## src/rtl/irq_route_pkg.sv

```systemverilog
package irq_route_pkg;

  localparam int ENT_W = 64;

  typedef enum logic [1:0] {
    ST_IDLE,
    ST_FETCH,
    ST_SEND
  } disp_st_e;

  typedef struct packed {
    logic [7:0] dest;
    logic       dest_mode;
    logic [2:0] dmode;
    logic [7:0] vector;
    logic       polarity;
    logic       trigger;
  } route_fields_t;

  localparam logic [2:0] DM_EXTINT = 3'd7;
  localparam int         BIT_MASK  = 16;
  localparam int         BIT_TRIG  = 15;

  function automatic route_fields_t decode_entry(input logic [ENT_W-1:0] e);
    route_fields_t f;
    f.dest      = e[63:56];
    f.dest_mode = e[11];
    f.dmode     = e[10:8];
    f.vector    = e[7:0];
    f.polarity  = e[13];
    f.trigger   = e[BIT_TRIG];
    return f;
  endfunction

endpackage

```

## src/rtl/irq_capture.sv

```systemverilog
module irq_capture #(
  parameter int NUM_PINS    = 24,
  parameter int LEGACY_SRC  = 0,
  parameter int LEGACY_DST  = 2
) (
  input  logic                clk,
  input  logic                rst_n,
  input  logic [NUM_PINS-1:0] lines,
  input  logic [NUM_PINS-1:0] trig_level,
  input  logic [NUM_PINS-1:0] clr,
  output logic [NUM_PINS-1:0] pend
);

  logic [NUM_PINS-1:0] pin_in;
  logic [NUM_PINS-1:0] prev;
  logic [NUM_PINS-1:0] rise;

  for (genvar p = 0; p < NUM_PINS; p++) begin : g_pin
    if (p == LEGACY_DST) begin : g_merge
      assign pin_in[p] = lines[p] | lines[LEGACY_SRC];
    end else if (p == LEGACY_SRC) begin : g_none
      assign pin_in[p] = 1'b0;
    end else begin : g_direct
      assign pin_in[p] = lines[p];
    end

    assign rise[p] = pin_in[p] & ~prev[p];

    always_ff @(posedge clk) begin
      if (!rst_n) begin
        prev[p] <= 1'b0;
        pend[p] <= 1'b0;
      end else begin
        prev[p] <= pin_in[p];
        if (trig_level[p])
          pend[p] <= pin_in[p];
        else if (rise[p])
          pend[p] <= 1'b1;
        else if (clr[p])
          pend[p] <= 1'b0;
      end
    end
  end

endmodule

```

## src/rtl/irq_scan.sv

```systemverilog
module irq_scan #(
  parameter int NUM_PINS = 24,
  localparam int IDX_W   = $clog2(NUM_PINS)
) (
  input  logic [NUM_PINS-1:0] eligible,
  output logic                any,
  output logic [IDX_W-1:0]    idx
);

  always_comb begin
    idx = '0;
    for (int i = NUM_PINS - 1; i >= 0; i--) begin
      if (eligible[i]) idx = IDX_W'(i);
    end
  end

  assign any = |eligible;

endmodule

```

## src/rtl/irq_route_dispatch.sv

```systemverilog
module irq_route_dispatch
  import irq_route_pkg::*;
#(
  parameter int NUM_PINS = 24,
  localparam int IDX_W   = $clog2(NUM_PINS)
) (
  input  logic                      clk,
  input  logic                      rst_n,
  input  logic [NUM_PINS-1:0]       irq_lines,
  input  logic [NUM_PINS*ENT_W-1:0] route_tbl,
  output logic                      msg_valid,
  input  logic                      msg_ready,
  output logic [7:0]                msg_dest,
  output logic                      msg_dest_mode,
  output logic [2:0]                msg_dmode,
  output logic [7:0]                msg_vector,
  output logic                      msg_polarity,
  output logic                      msg_trigger,
  output logic                      leg_req,
  input  logic                      leg_ack,
  input  logic [7:0]                leg_vector
);

  logic [NUM_PINS-1:0] masked_vec;
  logic [NUM_PINS-1:0] level_vec;
  logic [NUM_PINS-1:0] pend;
  logic [NUM_PINS-1:0] eligible;
  logic [NUM_PINS-1:0] clr_vec;
  logic                any_elig;
  logic [IDX_W-1:0]    sel_idx;
  logic [IDX_W-1:0]    cur_idx;
  logic [ENT_W-1:0]    sel_entry;
  route_fields_t       sel_fields;
  route_fields_t       cur;
  disp_st_e            state;
  logic                sel_fire;
  logic                accept;
  logic                sel_extint;

  for (genvar p = 0; p < NUM_PINS; p++) begin : g_field
    assign masked_vec[p] = route_tbl[p*ENT_W + BIT_MASK];
    assign level_vec[p]  = route_tbl[p*ENT_W + BIT_TRIG];
  end

  irq_capture #(.NUM_PINS(NUM_PINS)) u_capture (
    .clk       (clk),
    .rst_n     (rst_n),
    .lines     (irq_lines),
    .trig_level(level_vec),
    .clr       (clr_vec),
    .pend      (pend)
  );

  assign eligible = pend & ~masked_vec;

  irq_scan #(.NUM_PINS(NUM_PINS)) u_scan (
    .eligible(eligible),
    .any     (any_elig),
    .idx     (sel_idx)
  );

  assign sel_entry  = route_tbl[sel_idx*ENT_W +: ENT_W];
  assign sel_fields = decode_entry(sel_entry);
  assign sel_fire   = (state == ST_IDLE) && any_elig;
  assign sel_extint = sel_fields.dmode == DM_EXTINT;
  assign accept     = (state == ST_SEND) && msg_ready;

  always_comb begin
    clr_vec = '0;
    if (accept && !cur.trigger) clr_vec[cur_idx] = 1'b1;
  end

  always_ff @(posedge clk) begin
    if (!rst_n) begin
      state   <= ST_IDLE;
      cur     <= '0;
      cur_idx <= '0;
    end else begin
      case (state)
        ST_IDLE: begin
          if (sel_fire) begin
            cur     <= sel_fields;
            cur_idx <= sel_idx;
            state   <= sel_extint ? ST_FETCH : ST_SEND;
          end
        end
        ST_FETCH: begin
          if (leg_ack) begin
            cur.vector <= leg_vector;
            state      <= ST_SEND;
          end
        end
        ST_SEND: begin
          if (msg_ready) state <= ST_IDLE;
        end
        default: state <= ST_IDLE;
      endcase
    end
  end

  assign msg_valid     = state == ST_SEND;
  assign leg_req       = state == ST_FETCH;
  assign msg_dest      = cur.dest;
  assign msg_dest_mode = cur.dest_mode;
  assign msg_dmode     = cur.dmode;
  assign msg_vector    = cur.vector;
  assign msg_polarity  = cur.polarity;
  assign msg_trigger   = cur.trigger;

endmodule

```

## config.mk

```make
export PLATFORM = sky130hd
export DESIGN_NAME = irq_route_dispatch
export DESIGN_NICKNAME = d
export VERILOG_FILES = /design/src/rtl/irq_route_pkg.sv /design/src/rtl/irq_capture.sv /design/src/rtl/irq_scan.sv /design/src/rtl/irq_route_dispatch.sv
export SDC_FILE = /design/constraint.sdc
export NUM_CORES = 1
export LEC_CHECK = 0
export BUFFER_PORTS_ARGS = -buffer_cell sky130_fd_sc_hd__buf_2
export CORE_AREA = 2 2 617 619
export DETAILED_ROUTE_END_ITERATION = 10
export DIE_AREA = 0 0 619 621
export MAX_ROUTING_LAYER = met4
export SYNTH_ARGS = -nofsm -noshare
export SYNTH_HDL_FRONTEND = slang
export SYNTH_SLANG_ARGS = --single-unit
```

## constraint.sdc

```tcl
create_clock -name clk -period 3.5 [get_ports clk]
set_clock_uncertainty 0.1 [all_clocks]
set_input_delay 0.7 -clock clk [delete_from_list [all_inputs] [get_ports clk]]
set_output_delay 0.7 -clock clk [all_outputs]
set_load 0.01 [all_outputs]
```

Word level (Yosys, flattened, before mapping)
Index checks and enable logic that the tools add are counted.

Bits in registers: 75. Input port bits: 1572. Output and inout bits: 24. Word-level logic and storage cells: 250.

$lt $le $gt $ge: 2. Eq/ne operators: 6. Shift-type cells: 1. Muxes and demuxes: 104. Bitwise logic cells: 49. Reductions and logical operators: 34.

Operators with widths (number): indexed part select 1536 x 12 -> 64 bit (1); two-way mux 5 bit (24); two-way mux 1 bit (70); nonzero test 3 bit (23); bitwise AND 24 bit (1); two-way mux 24 bit (1); NOT 24 bit (1); OR reduction 24 bit (1); bitwise AND 1 bit (23); NOT 1 bit (23); one-hot mux 8 bit (2 select lines) (1); two-way mux 10 bit (1); two-way mux 2 bit (4); two-way mux 8 bit (1); less-than comparator 5 x 6 -> 1 bit (second input constant) (1); one-hot mux 2 bit (3 select lines) (1); AND reduction 3 bit (2); demux 1 bit (select 5 bit) (1); >= comparator 5 x 1 -> 1 bit (second input constant) (1); logical AND 1 bit (4); != test 2 x 1 -> 1 bit (second input constant) (2); == test 3 bit (second input constant) (1); == test 2 x 1 -> 1 bit (second input constant) (1); == test 2 bit (second input constant) (1); other kinds (6) (6).

Logic depth before layout (Yosys ltp)
Gate-level depths: netlist of run 1.

Depth after elaboration: 31. Depth in mapped cells: 16. Mapped depth without buffers: 10.

By module
A second synthesis of run 1 with hierarchy kept.

Cells, all modules: 723. Area total of the unflattened synthesis: 7805.0 sq um.

By module, submodules not included: irq_route_dispatch (instances 1, cells an instance 486, area an instance 5833.1 sq um, sequential area each 580.6 sq um); irq_capture (instances 1, cells an instance 189, area an instance 1662.8 sq um, sequential area each 920.9 sq um); irq_scan (instances 1, cells an instance 48, area an instance 309.0 sq um, sequential area each 0.0 sq um).

Worst setup path before layout of run 1
Ideal clock, no wire load.

Path type: in2reg. Start: input route_tbl[464]. End: register state[1]. Setup time: 0.119 ns. Arrival time: 3.104 ns. Data required time: 3.281 ns. Setup slack: 0.177 ns. Cell stages on the path: 12. Path buffers: 2. Cells stage by stage: nand2b_1 > nand4_2 > a311o_1 > and2_4 > buf_6 > buf_12 > mux2i_1 > a221oi_1 > a31oi_1 > a211oi_1 > or4b_1 > o221a_1.

Longest elaborated chain between the ends: 15. Elaborated cells on any way between the ends: 19. Classes of those cells: eq/ne (2); shift (1); mux (11); bitwise (2); reduce/logical (3).

RTL lines: from (decl) (RTL line irq_route_dispatch.sv:10) `input logic [NUM_PINS*ENT_W-1:0] route_tbl,`; NOT 24 bit (*) (RTL line irq_route_dispatch.sv:54) `assign eligible = pend & ~masked_vec;`; bitwise AND 24 bit (*) (RTL line irq_route_dispatch.sv:54); two-way mux 5 bit (8 in a row) (RTL line irq_scan.sv:13) `if (eligible[i]) idx = IDX_W'(i);`; indexed part select 1536 x 12 -> 64 bit (RTL line irq_route_dispatch.sv:62) `assign sel_entry = route_tbl[sel_idx*ENT_W +: ENT_W];`; == test 3 bit (RTL line irq_route_dispatch.sv:65) `assign sel_extint = sel_fields.dmode == DM_EXTINT;`; two-way mux 2 bit (RTL line irq_route_dispatch.sv:84) `state <= sel_extint ? ST_FETCH : ST_SEND;`; two-way mux 2 bit (RTL line irq_route_dispatch.sv:81) `if (sel_fire) begin`; one-hot mux 2 bit (3 select lines) (RTL line irq_route_dispatch.sv:79) `case (state)`; to (signal assigned) (RTL line irq_route_dispatch.sv:84); to (decl) (RTL line irq_route_dispatch.sv:35) `disp_st_e state;`.

Mark *: on every way between the ends. The rest lies on a longest branch, timed or not. The select of a mux whose other input is x is not followed. A chain may end at the register's enable or synchronous reset.

Worst setup path after layout of run 1
Start: input route_tbl[720]. End: register cur, in the netlist msg_dest[0].

Longest elaborated chain between the ends: 15. Elaborated cells on any way between the ends: 18. Classes of those cells: shift (1); mux (12); bitwise (2); reduce/logical (3).

RTL lines: NOT 24 bit (*) (RTL line irq_route_dispatch.sv:54); bitwise AND 24 bit (*) (RTL line irq_route_dispatch.sv:54); two-way mux 5 bit (12 in a row) (RTL line irq_scan.sv:13); indexed part select 1536 x 12 -> 64 bit (RTL line irq_route_dispatch.sv:62); to (signal assigned) (RTL line irq_route_dispatch.sv:82) `cur <= sel_fields;`; to (decl) (RTL line irq_route_dispatch.sv:34) `route_fields_t cur;`.

Mark *: on every way between the ends. The rest lies on a longest branch, timed or not.

==> metrics.log, run 1 <==
INFO  metric dr_total_vias = 15.13k
INFO  metric routed_via_density = 2.093
INFO  metric failing_checks = setup timing
INFO  metric ios = 1596
INFO  metric dpl.cell_count = 7055
INFO  metric ys_types = 84
INFO  metric power.sequential.fraction = 0.124
INFO  metric htreeDepth = 3
INFO  metric synth.net_count = 2868
INFO  metric setup-violations-final = 5
INFO  metric detailedRoute.firstIterationViolations = 970
INFO  metric vias_in_the_first_global_route = 14.44k
INFO  metric worst_path_largest_cell_delay = 0.90 ns
INFO  metric drt_first_pass_iters = 5
INFO  metric arrival = 4.11 ns
INFO  metric detail_route.wl_per_cell = 23.21 µm
INFO  metric grt_antenna_before_repair = 189
INFO  metric combPwrFrac = 0.735
INFO  metric netSwitchingFraction = 0.5197
INFO  metric fillCellCount = 44.93k
INFO  metric timing.critical_path.to_type = register
INFO  metric proportion_of_layout_cells_with_a_drive_suffix_above_1 = 0.5137
INFO  metric post_synth_main_area_contributors = sky130_fd_sc_hd__dfxtp_1 18%, sky130_fd_sc_hd__nand2_1 12%, sky130_fd_sc_hd__nand3_1 6.2%
INFO  metric grt-ovfl-total = 0
INFO  metric p_int = 4.364 mW
INFO  metric critical_path.slowest_cell = sky130_fd_sc_hd__o211ai_1
INFO  metric dieHeight = 621 µm
INFO  metric post-route-period-util = 1.102
INFO  metric vdd_drop_max = 0.2671 mV
INFO  metric setup-tns-final = -0.8193 ns
INFO  metric synthMostInstantiatedCell = sky130_fd_sc_hd__nand2_1
INFO  metric drt-total-wl = 167800 µm
INFO  metric clkTransAtPathRegs = 0.10 ns
INFO  metric cells_along_the_critical_path = buf_6 > nor2b_4 > buf_4 > or4_4 > or2_4 > and2_4 > buf_12 > mux2_4 > o211ai_1 > o31ai_1 > buf_4 > o221ai_2
INFO  metric cts-buffers-inserted = 9
INFO  metric tightestPinTransition = 1.318 ns
INFO  metric finalHoldViolations = 0
INFO  metric core = 377800 µm²
INFO  metric p_switching = 4.721 mW
INFO  metric rows = 226
INFO  metric cp_top_family = compound AO/OA/AOI/OAI gates
INFO  metric p_leak = 7.774 nW
INFO  metric yosysWarningCount = 0
INFO  metric routabilityCongestion = 0.8564
INFO  metric ctsHoldBuffers = 0
INFO  metric timing.max_cap.violations = 0
INFO  metric clkLatencyLatePin = 0.43 ns
INFO  metric multi_input_comb_area = 7176 µm²
INFO  metric global_route.usage.total = 0.08723
INFO  metric maxSlewHeadroom = 0.1174
INFO  metric path_common_cell = sky130_fd_sc_hd__buf_4
INFO  metric p_clk_frac = 0.141
INFO  metric syn_area = 8501 µm²
INFO  metric timing.critical_path.required = 3.75 ns
INFO  metric ys_async_sr_fraction = 0
INFO  metric synth_commonest_cells = 268 x sky130_fd_sc_hd__nand2_1, 105 x sky130_fd_sc_hd__nand3_1, 77 x sky130_fd_sc_hd__a21oi_1, 75 x sky130_fd_sc_hd__dfxtp_1
INFO  metric finalCriticalPeriod = 3.857 ns
INFO  metric finalMaxSlewViolations = 0
INFO  metric grt_max_degree = 39
INFO  metric count_of_flip_flops_with_a_built_in_enable_after_synthesis = 0
INFO  metric max_buffers_root_to_sink = 2
INFO  metric yosys_reg_bits = 75
INFO  metric timing.setup.critical_path_class = in2reg
INFO  metric seqCellArea = 1505 µm²
INFO  metric floorplan.initialDensity = 0.02250
INFO  metric grt_pass1_wl = 198100 µm
INFO  metric final_cells = 7229
INFO  metric design.die.area = 384400 µm²
INFO  metric report.power.total = 9.084 mW
INFO  metric clock_tree_root = sky130_fd_sc_hd__clkbuf_16
INFO  metric seq_area_frac_synth = 0.1766
INFO  metric timing.critical_path.buf_inv = 4
INFO  metric syn_inst = 1296
INFO  metric die_wd = 619 µm
INFO  metric worst_min_delay_path_category = reg2reg
INFO  metric postSynthAreaPerCell = 6.559 µm²
INFO  metric synth_ff_type = sky130_fd_sc_hd__dfxtp_1
INFO  metric io_buffer_count = 610
INFO  metric power.density_cell_area = 407.8 nW/µm²
INFO  metric setup.worst_path.start_class = primary input
INFO  metric fin_nets = 3691
INFO  metric drc_errors = 0
INFO  metric syn2layout_area_growth = 162.0%
INFO  metric hpwl = 146000 µm
INFO  metric antenna_violating_nets_post_route = 0
INFO  metric worst_slack = -0.3573 ns
INFO  metric clock-sinks = 75
INFO  metric highest_achievable_clock_rate = 259.2 MHz
INFO  metric synth_top_cell_by_area = sky130_fd_sc_hd__dfxtp_1
INFO  metric status = finished with violations
INFO  metric yosysTopAreaCellShare = 0.1766
INFO  metric rsz0062_at_grt = true
INFO  metric critical_path.max_fanout = 6
INFO  metric tritoncts = done
==> metrics by stage <==
step / setup slack (ns) / utilization / hold WS [ns] / instance area [µm²]
floorplan: 0.1774 / - / 0.3306 / 8501
global placement: -2.213 / 0.05312 / 0.3416 / 20070
detailed placement: -1.619 / 0.05318 / 0.3445 / 20090
CTS: -0.1375 / 0.05750 / 0.3582 / 21720
global route: -0.2008 / 0.05871 / 0.3804 / 22180
finish: -0.3573 / 0.05896 / 0.3590 / 22280
==> final cells by class <==
| class | count | area share |
|---|---|---|
| Inverter | 27 | 0.004550 |
| Tap cell | 5016 | 0.2818 |
| Sequential cell | 75 | 0.06757 |
| Timing Repair Buffer | 933 | 0.2989 |
| Clock buffer | 10 | 0.01073 |
| Multi-Input combinational cell | 1073 | 0.3221 |
| Antenna cell | 89 | 0.009998 |
| Clock inverter | 6 | 0.004325 |
==> worst reg2reg max path, cell delays in order, from the launching register on <==
cell	delay [ns]
sky130_fd_sc_hd__dfxtp_1	0.32
sky130_fd_sc_hd__nor2b_4	0.14
sky130_fd_sc_hd__buf_4	0.17
sky130_fd_sc_hd__or4_4	0.54
sky130_fd_sc_hd__or2_4	0.25
sky130_fd_sc_hd__and2_4	0.24
sky130_fd_sc_hd__buf_12	0.25
sky130_fd_sc_hd__mux2_4	0.29
sky130_fd_sc_hd__o211ai_1	0.90
sky130_fd_sc_hd__o31ai_1	0.19
sky130_fd_sc_hd__buf_4	0.22
sky130_fd_sc_hd__o221ai_2	0.16
==> power by group through the flow <==
stage                     Sequential (mW)  Clock, mW  Combinational (mW)
after detailed placement             1.14          0                5.97
after floorplan                      1.15          0                1.96
after global routing                 1.14       1.34                7.11
after CTS                            1.12       1.34                6.76
final                                1.12       1.28                6.68
after global placement               1.14          0                5.99
==> per-layer routing <==
| metal | share of wire | track usage |
|---|---|---|
| met5 | 0 | - |
| met4 | 0.046 | 0.02763 |
| met3 | 0.072 | 0.02248 |
| met2 | 0.50 | 0.1555 |
| met1 | 0.38 | 0.09362 |
==> placed cells by master (no fill, tap or decap), drive strengths merged, types with 3 or more instances in the layout <==
cell / count
mux2i: 34
clkbuf: 14
a211oi: 9
nor3: 23
buf: 925
o221ai: 38
or3: 24
o31ai: 37
o211a: 4
and3: 41
nand4: 5
nand2: 270
and2: 28
o2bb2ai: 5
o22ai: 7
inv: 29
nand3: 105
mux2: 14
a221oi: 46
bufbuf: 4
a21oi: 80
nand2b: 16
nor2: 76
o21ai: 41
o211ai: 37
dfxtp: 75
nor2b: 20
diode: 89
and2b: 3
o21a: 4
nand3b: 4
a21boi: 8
a311oi: 17
a31o: 3
a31oi: 36
==> state kept, by name, summed over array words and instances (netlist names) <==
register and flops:
msg_dest 8, msg_dmode 3, state 2, msg_trigger 1
msg_dest_mode 1, msg_vector 8, msg_polarity 1, u_capture.pend 23
cur_idx 5, u_capture.prev 23
==> what timing repair did <==
item,CTS,global route
setup endpoints to repair,23,20
gates cloned,8,2
setup buffers,47,17
gates resized for setup,122,50
pin swaps,34,27
==> kinds of logic after synthesis <==
| kind of cell | count (synthesis) | share of synthesized area |
|---|---|---|
| AO/OA/AOI/OAI | 397 | 0.3347 |
| buffers and inverters | 148 | 0.07389 |
| flip-flops | 75 | 0.1766 |
| multiplexers | 48 | 0.05858 |
| AND/OR/NAND/NOR | 628 | 0.3562 |
==> worst paths after layout <==
check        slack [ns]                       startpoint  cells after the start                        endpoint
min reg2reg        0.36   u_capture.pend[2]$_SDFFE_PN0P_                      2  u_capture.pend[2]$_SDFFE_PN0P_
max reg2reg       -0.33  u_capture.pend[11]$_SDFFE_PN0P_                     11        msg_dest[0]$_SDFFE_PN0P_
min                0.36   u_capture.pend[2]$_SDFFE_PN0P_                      2  u_capture.pend[2]$_SDFFE_PN0P_
max               -0.36                   route_tbl[720]                     12        msg_dest[0]$_SDFFE_PN0P_
Power figures use the tool's default switching activity.
==> inputs of run 2 (changes only) <==
--- a/config.mk
+++ b/config.mk
@@ -6,9 +6,9 @@
 export NUM_CORES = 1
 export LEC_CHECK = 0
 export BUFFER_PORTS_ARGS = -buffer_cell sky130_fd_sc_hd__buf_2
-export CORE_AREA = 2 2 617 619
+export CORE_AREA = 2 2 618 620
 export DETAILED_ROUTE_END_ITERATION = 10
-export DIE_AREA = 0 0 619 621
+export DIE_AREA = 0 0 620 622
 export MAX_ROUTING_LAYER = met4
 export SYNTH_ARGS = -nofsm -noshare
 export SYNTH_HDL_FRONTEND = slang
==> constraint.sdc (replaced) <==
create_clock -name clk -period 3.8 [get_ports clk]
set_clock_uncertainty 0.1 [all_clocks]
set_input_delay 0.76 -clock clk [delete_from_list [all_inputs] [get_ports clk]]
set_output_delay 0.76 -clock clk [all_outputs]
set_load 0.01 [all_outputs]
==> run 2 against run 1 <==
The flow now finishes without violations. Via count decreased by 2.3%. Critical path depth increased by 2. Routed wire length down 6.5%. Flip-flop and latch count is the same. Cell count is 0.66% lower. Combinational power down 24%. Global-route usage fell by 0.60 points. Critical endpoint is now msg_dest[2]$_SDFFE_PN0P_. Largest power group unchanged.
==> metrics.log, run 2 (synthesized netlist as in run 1, its figures left out) <==
INFO  metric preCtsSetupSlack = -1.162 ns (was -1.619 ns)
INFO  metric clkLatencyLatePin = 0.42 ns (was 0.43 ns)
INFO  metric dieHeight = 622 µm (was 621 µm)
INFO  metric grt_antenna_before_repair = 266 (was 189)
INFO  metric clock_tree_root = sky130_fd_sc_hd__clkbuf_16 (unchanged)
INFO  metric grt-ovfl-total = 0 (unchanged)
INFO  metric htreeDepth = 3 (unchanged)
INFO  metric m1WireLength = 58030 µm (was 63930 µm)
INFO  metric timing.critical_path.to_type = register (unchanged)
INFO  metric antenna_violating_nets_post_route = 0 (unchanged)
INFO  metric floorplan.initialDensity = 0.02247 (was 0.02250)
INFO  metric syn2layout_area_growth = 140.8% (was 162.0%)
INFO  metric setup-tns-final = 0 ns (was -0.8193 ns)
INFO  metric ios = 1596 (unchanged)
INFO  metric p_leak = 6.942 nW (was 7.774 nW)
INFO  metric rows = 226 (unchanged)
INFO  metric seqCellArea = 1501 µm² (was 1505 µm²)
INFO  metric drt_first_pass_iters = 5 (unchanged)
INFO  metric routabilityCongestion = 0.8490 (was 0.8564)
INFO  metric wl_met2 = 76090 µm (was 84080 µm)
INFO  metric post-route-period-util = 0.9750
INFO  metric timing.rr.start = u_capture.pend[11]$_SDFFE_PN0P_ (unchanged)
INFO  metric finalCriticalPeriod = 3.705 ns
INFO  metric dr_wl_met3 = 14490 µm (was 12090 µm)
INFO  metric setup-violations-final = 0 (was 5)
INFO  metric start_point_of_the_worst_min_delay_path = u_capture.pend[2]$_SDFFE_PN0P_ (unchanged)
INFO  metric routed_via_density = 2.059 (was 2.093)
INFO  metric timing.setup.critical_path_class = in2reg (unchanged)
INFO  metric multi_input_comb_area = 6605 µm² (was 7176 µm²)
INFO  metric finalHoldViolations = 0 (unchanged)
INFO  metric io_buffer_count = 610 (unchanged)
INFO  metric layout.cells.most_common_list = 610 x sky130_fd_sc_hd__buf_2, 265 x sky130_fd_sc_hd__nand2_1, 191 x sky130_fd_sc_hd__buf_4 (was 605 x sky130_fd_sc_hd__buf_2, 264 x sky130_fd_sc_hd__nand2_1, 233 x sky130_fd_sc_hd__buf_4)
INFO  metric ctsHoldBuffers = 0 (unchanged)
INFO  metric vias_in_the_first_global_route = 13.56k (was 14.44k)
INFO  metric critical_path.max_fanout = 6 (unchanged)
INFO  metric power.density_cell_area = 348.1 nW/µm² (was 407.8 nW/µm²)
INFO  metric global_route.usage.total = 0.08119 (was 0.08723)
INFO  metric hold_end = u_capture.pend[2]$_SDFFE_PN0P_ (unchanged)
INFO  metric cts-buffers-inserted = 9 (unchanged)
INFO  metric rsz0062_at_grt = true (unchanged)
INFO  metric tritoncts = done (unchanged)
INFO  metric fillCellCount = 45.09k (was 44.93k)
INFO  metric hpwl = 144900 µm (was 146000 µm)
INFO  metric setup.worst_path.start_class = primary input (unchanged)
INFO  metric rr_endpoint = msg_dest[2]$_SDFFE_PN0P_ (was msg_dest[0]$_SDFFE_PN0P_)
INFO  metric vdd_drop_max = 0.2245 mV (was 0.2671 mV)
INFO  metric core = 378300 µm² (was 377800 µm²)
INFO  metric timing.max_cap.violations = 0 (unchanged)
INFO  metric worst_min_delay_path_category = reg2reg (unchanged)
INFO  metric detail_route.wl_per_cell = 21.85 µm (was 23.21 µm)
INFO  metric hold-path-cell-count = 2 (unchanged)
INFO  metric clkTransAtPathRegs = 0.09 ns (was 0.10 ns)
INFO  metric dr_total_vias = 14.78k (was 15.13k)
INFO  metric finalMaxSlewViolations = 0 (unchanged)
INFO  metric maxSlewHeadroom = 0.3129 (was 0.1174)
INFO  metric die_wd = 620 µm (was 619 µm)
INFO  metric grt_pass1_wl = 184100 µm (was 198100 µm)
INFO  metric arrival = 3.91 ns (was 4.11 ns)
INFO  metric highest_achievable_clock_rate = 269.9 MHz
INFO  metric top_signal_layer_used = met4 (unchanged)
INFO  metric drt-total-wl = 156900 µm (was 167800 µm)
INFO  metric timing.critical_path.required = 4.01 ns (was 3.75 ns)
INFO  metric top_regs = u_capture.pend (23), u_capture.prev (23) (unchanged)
INFO  metric design.die.area = 385600 µm² (was 384400 µm²)
INFO  metric final_common_cell = sky130_fd_sc_hd__buf_2 (unchanged)
INFO  metric detailedRoute.firstIterationViolations = 1108 (was 970)
INFO  metric r2r_slack = 0.18 ns (was -0.33 ns)
INFO  metric clock-sinks = 75 (unchanged)
INFO  metric worst_slack = 0.09493 ns (was -0.3573 ns)
INFO  metric max_buffers_root_to_sink = 2 (unchanged)
INFO  metric fin_nets = 3604 (was 3691)
INFO  metric proportion_of_layout_cells_with_a_drive_suffix_above_1 = 0.4600 (was 0.5137)
INFO  metric rr_worst_depth = 13 (was 11)
INFO  metric status = complete, no violations (was finished with violations)
INFO  metric tightestPinTransition = 1.026 ns (was 1.318 ns)
INFO  metric grt_max_degree = 39 (unchanged)
INFO  metric drc_errors = 0 (unchanged)
[run 2: report_power, final]
group          internal, mW  switching [mW]  leakage (nW)  total (mW)
Sequential            0.931           0.108         0.624        1.04
Clock                 0.463           0.541         0.140        1.00
Combinational          1.93            3.15          6.18        5.08
Total                  3.33            3.80          6.94        7.12
[run 2: stage by stage]
stage	cell area (µm²)	utilization	power (mW)	cells	hold WS (ns)
final	20470	0.05409	7.124	7181	0.3595
after global routing	20400	0.05391	7.585	7154	0.3780
after CTS	20040	0.05297	7.356	7048	0.3638
after detailed placement	19660	0.05195	6.273	7032	0.3418
after global placement	19660	0.05195	6.266	7032	0.3400
after floorplan	8501	-	2.866	1296	0.3306
[run 2: cell type report]
class / count / share of cell area
antenna: 128 / 0.01565
clock buffer: 9 / 0.01100
clock inverter: 7 / 0.003485
inverter: 27 / 0.004952
multi-input combinational: 1073 / 0.3227
sequential: 75 / 0.07336
tap: 5016 / 0.3067
timing repair buffer: 846 / 0.2622
[run 2: worst max path at each step]
stage	start	endpoint	slack, ns	depth (start not counted)
6_report	route_tbl[720]	msg_dest[2]$_SDFFE_PN0P_	0.09	14
5_1_grt	route_tbl[1232]	msg_dest[2]$_SDFFE_PN0P_	-0.02	15
4_1_cts	route_tbl[1232]	msg_dest[2]$_SDFFE_PN0P_	-0.1	14
3_5_place_dp	route_tbl[592]	msg_dest[2]$_SDFFE_PN0P_	-1.16	14
3_3_place_gp	route_tbl[592]	msg_dest[2]$_SDFFE_PN0P_	-1.22	14
2_1_floorplan	route_tbl[464]	state[1]$_SDFFE_PN0P_	0.42	12
[run 2: timing repair]
item                       in CTS  in global routing
resized for setup              15                 10
setup endpoints to repair       7                  6
pin swaps                       2                  4
setup buffers                   0                  5
[run 2: worst max-delay path, stage by stage]
cell and delay (ns):
sky130_fd_sc_hd__buf_2 0.12, sky130_fd_sc_hd__nor2b_4 0.19, sky130_fd_sc_hd__a21oi_1 0.14, sky130_fd_sc_hd__o2111ai_2 0.31, sky130_fd_sc_hd__a21o_2 0.19, sky130_fd_sc_hd__buf_8 0.15
sky130_fd_sc_hd__nand2_4 0.07, sky130_fd_sc_hd__buf_12 0.15, sky130_fd_sc_hd__o211ai_1 0.81, sky130_fd_sc_hd__buf_6 0.24, sky130_fd_sc_hd__a21oi_4 0.09, sky130_fd_sc_hd__o31ai_4 0.37
sky130_fd_sc_hd__buf_6 0.17, sky130_fd_sc_hd__o221ai_1 0.10
[run 2: per-layer routing]
layer	vias to the layer above	global-route usage
li1	6481	-
met1	6787	0.08380
met2	1119	0.1384
met3	396	0.02939
met4	0	0.03446
met5	-	-
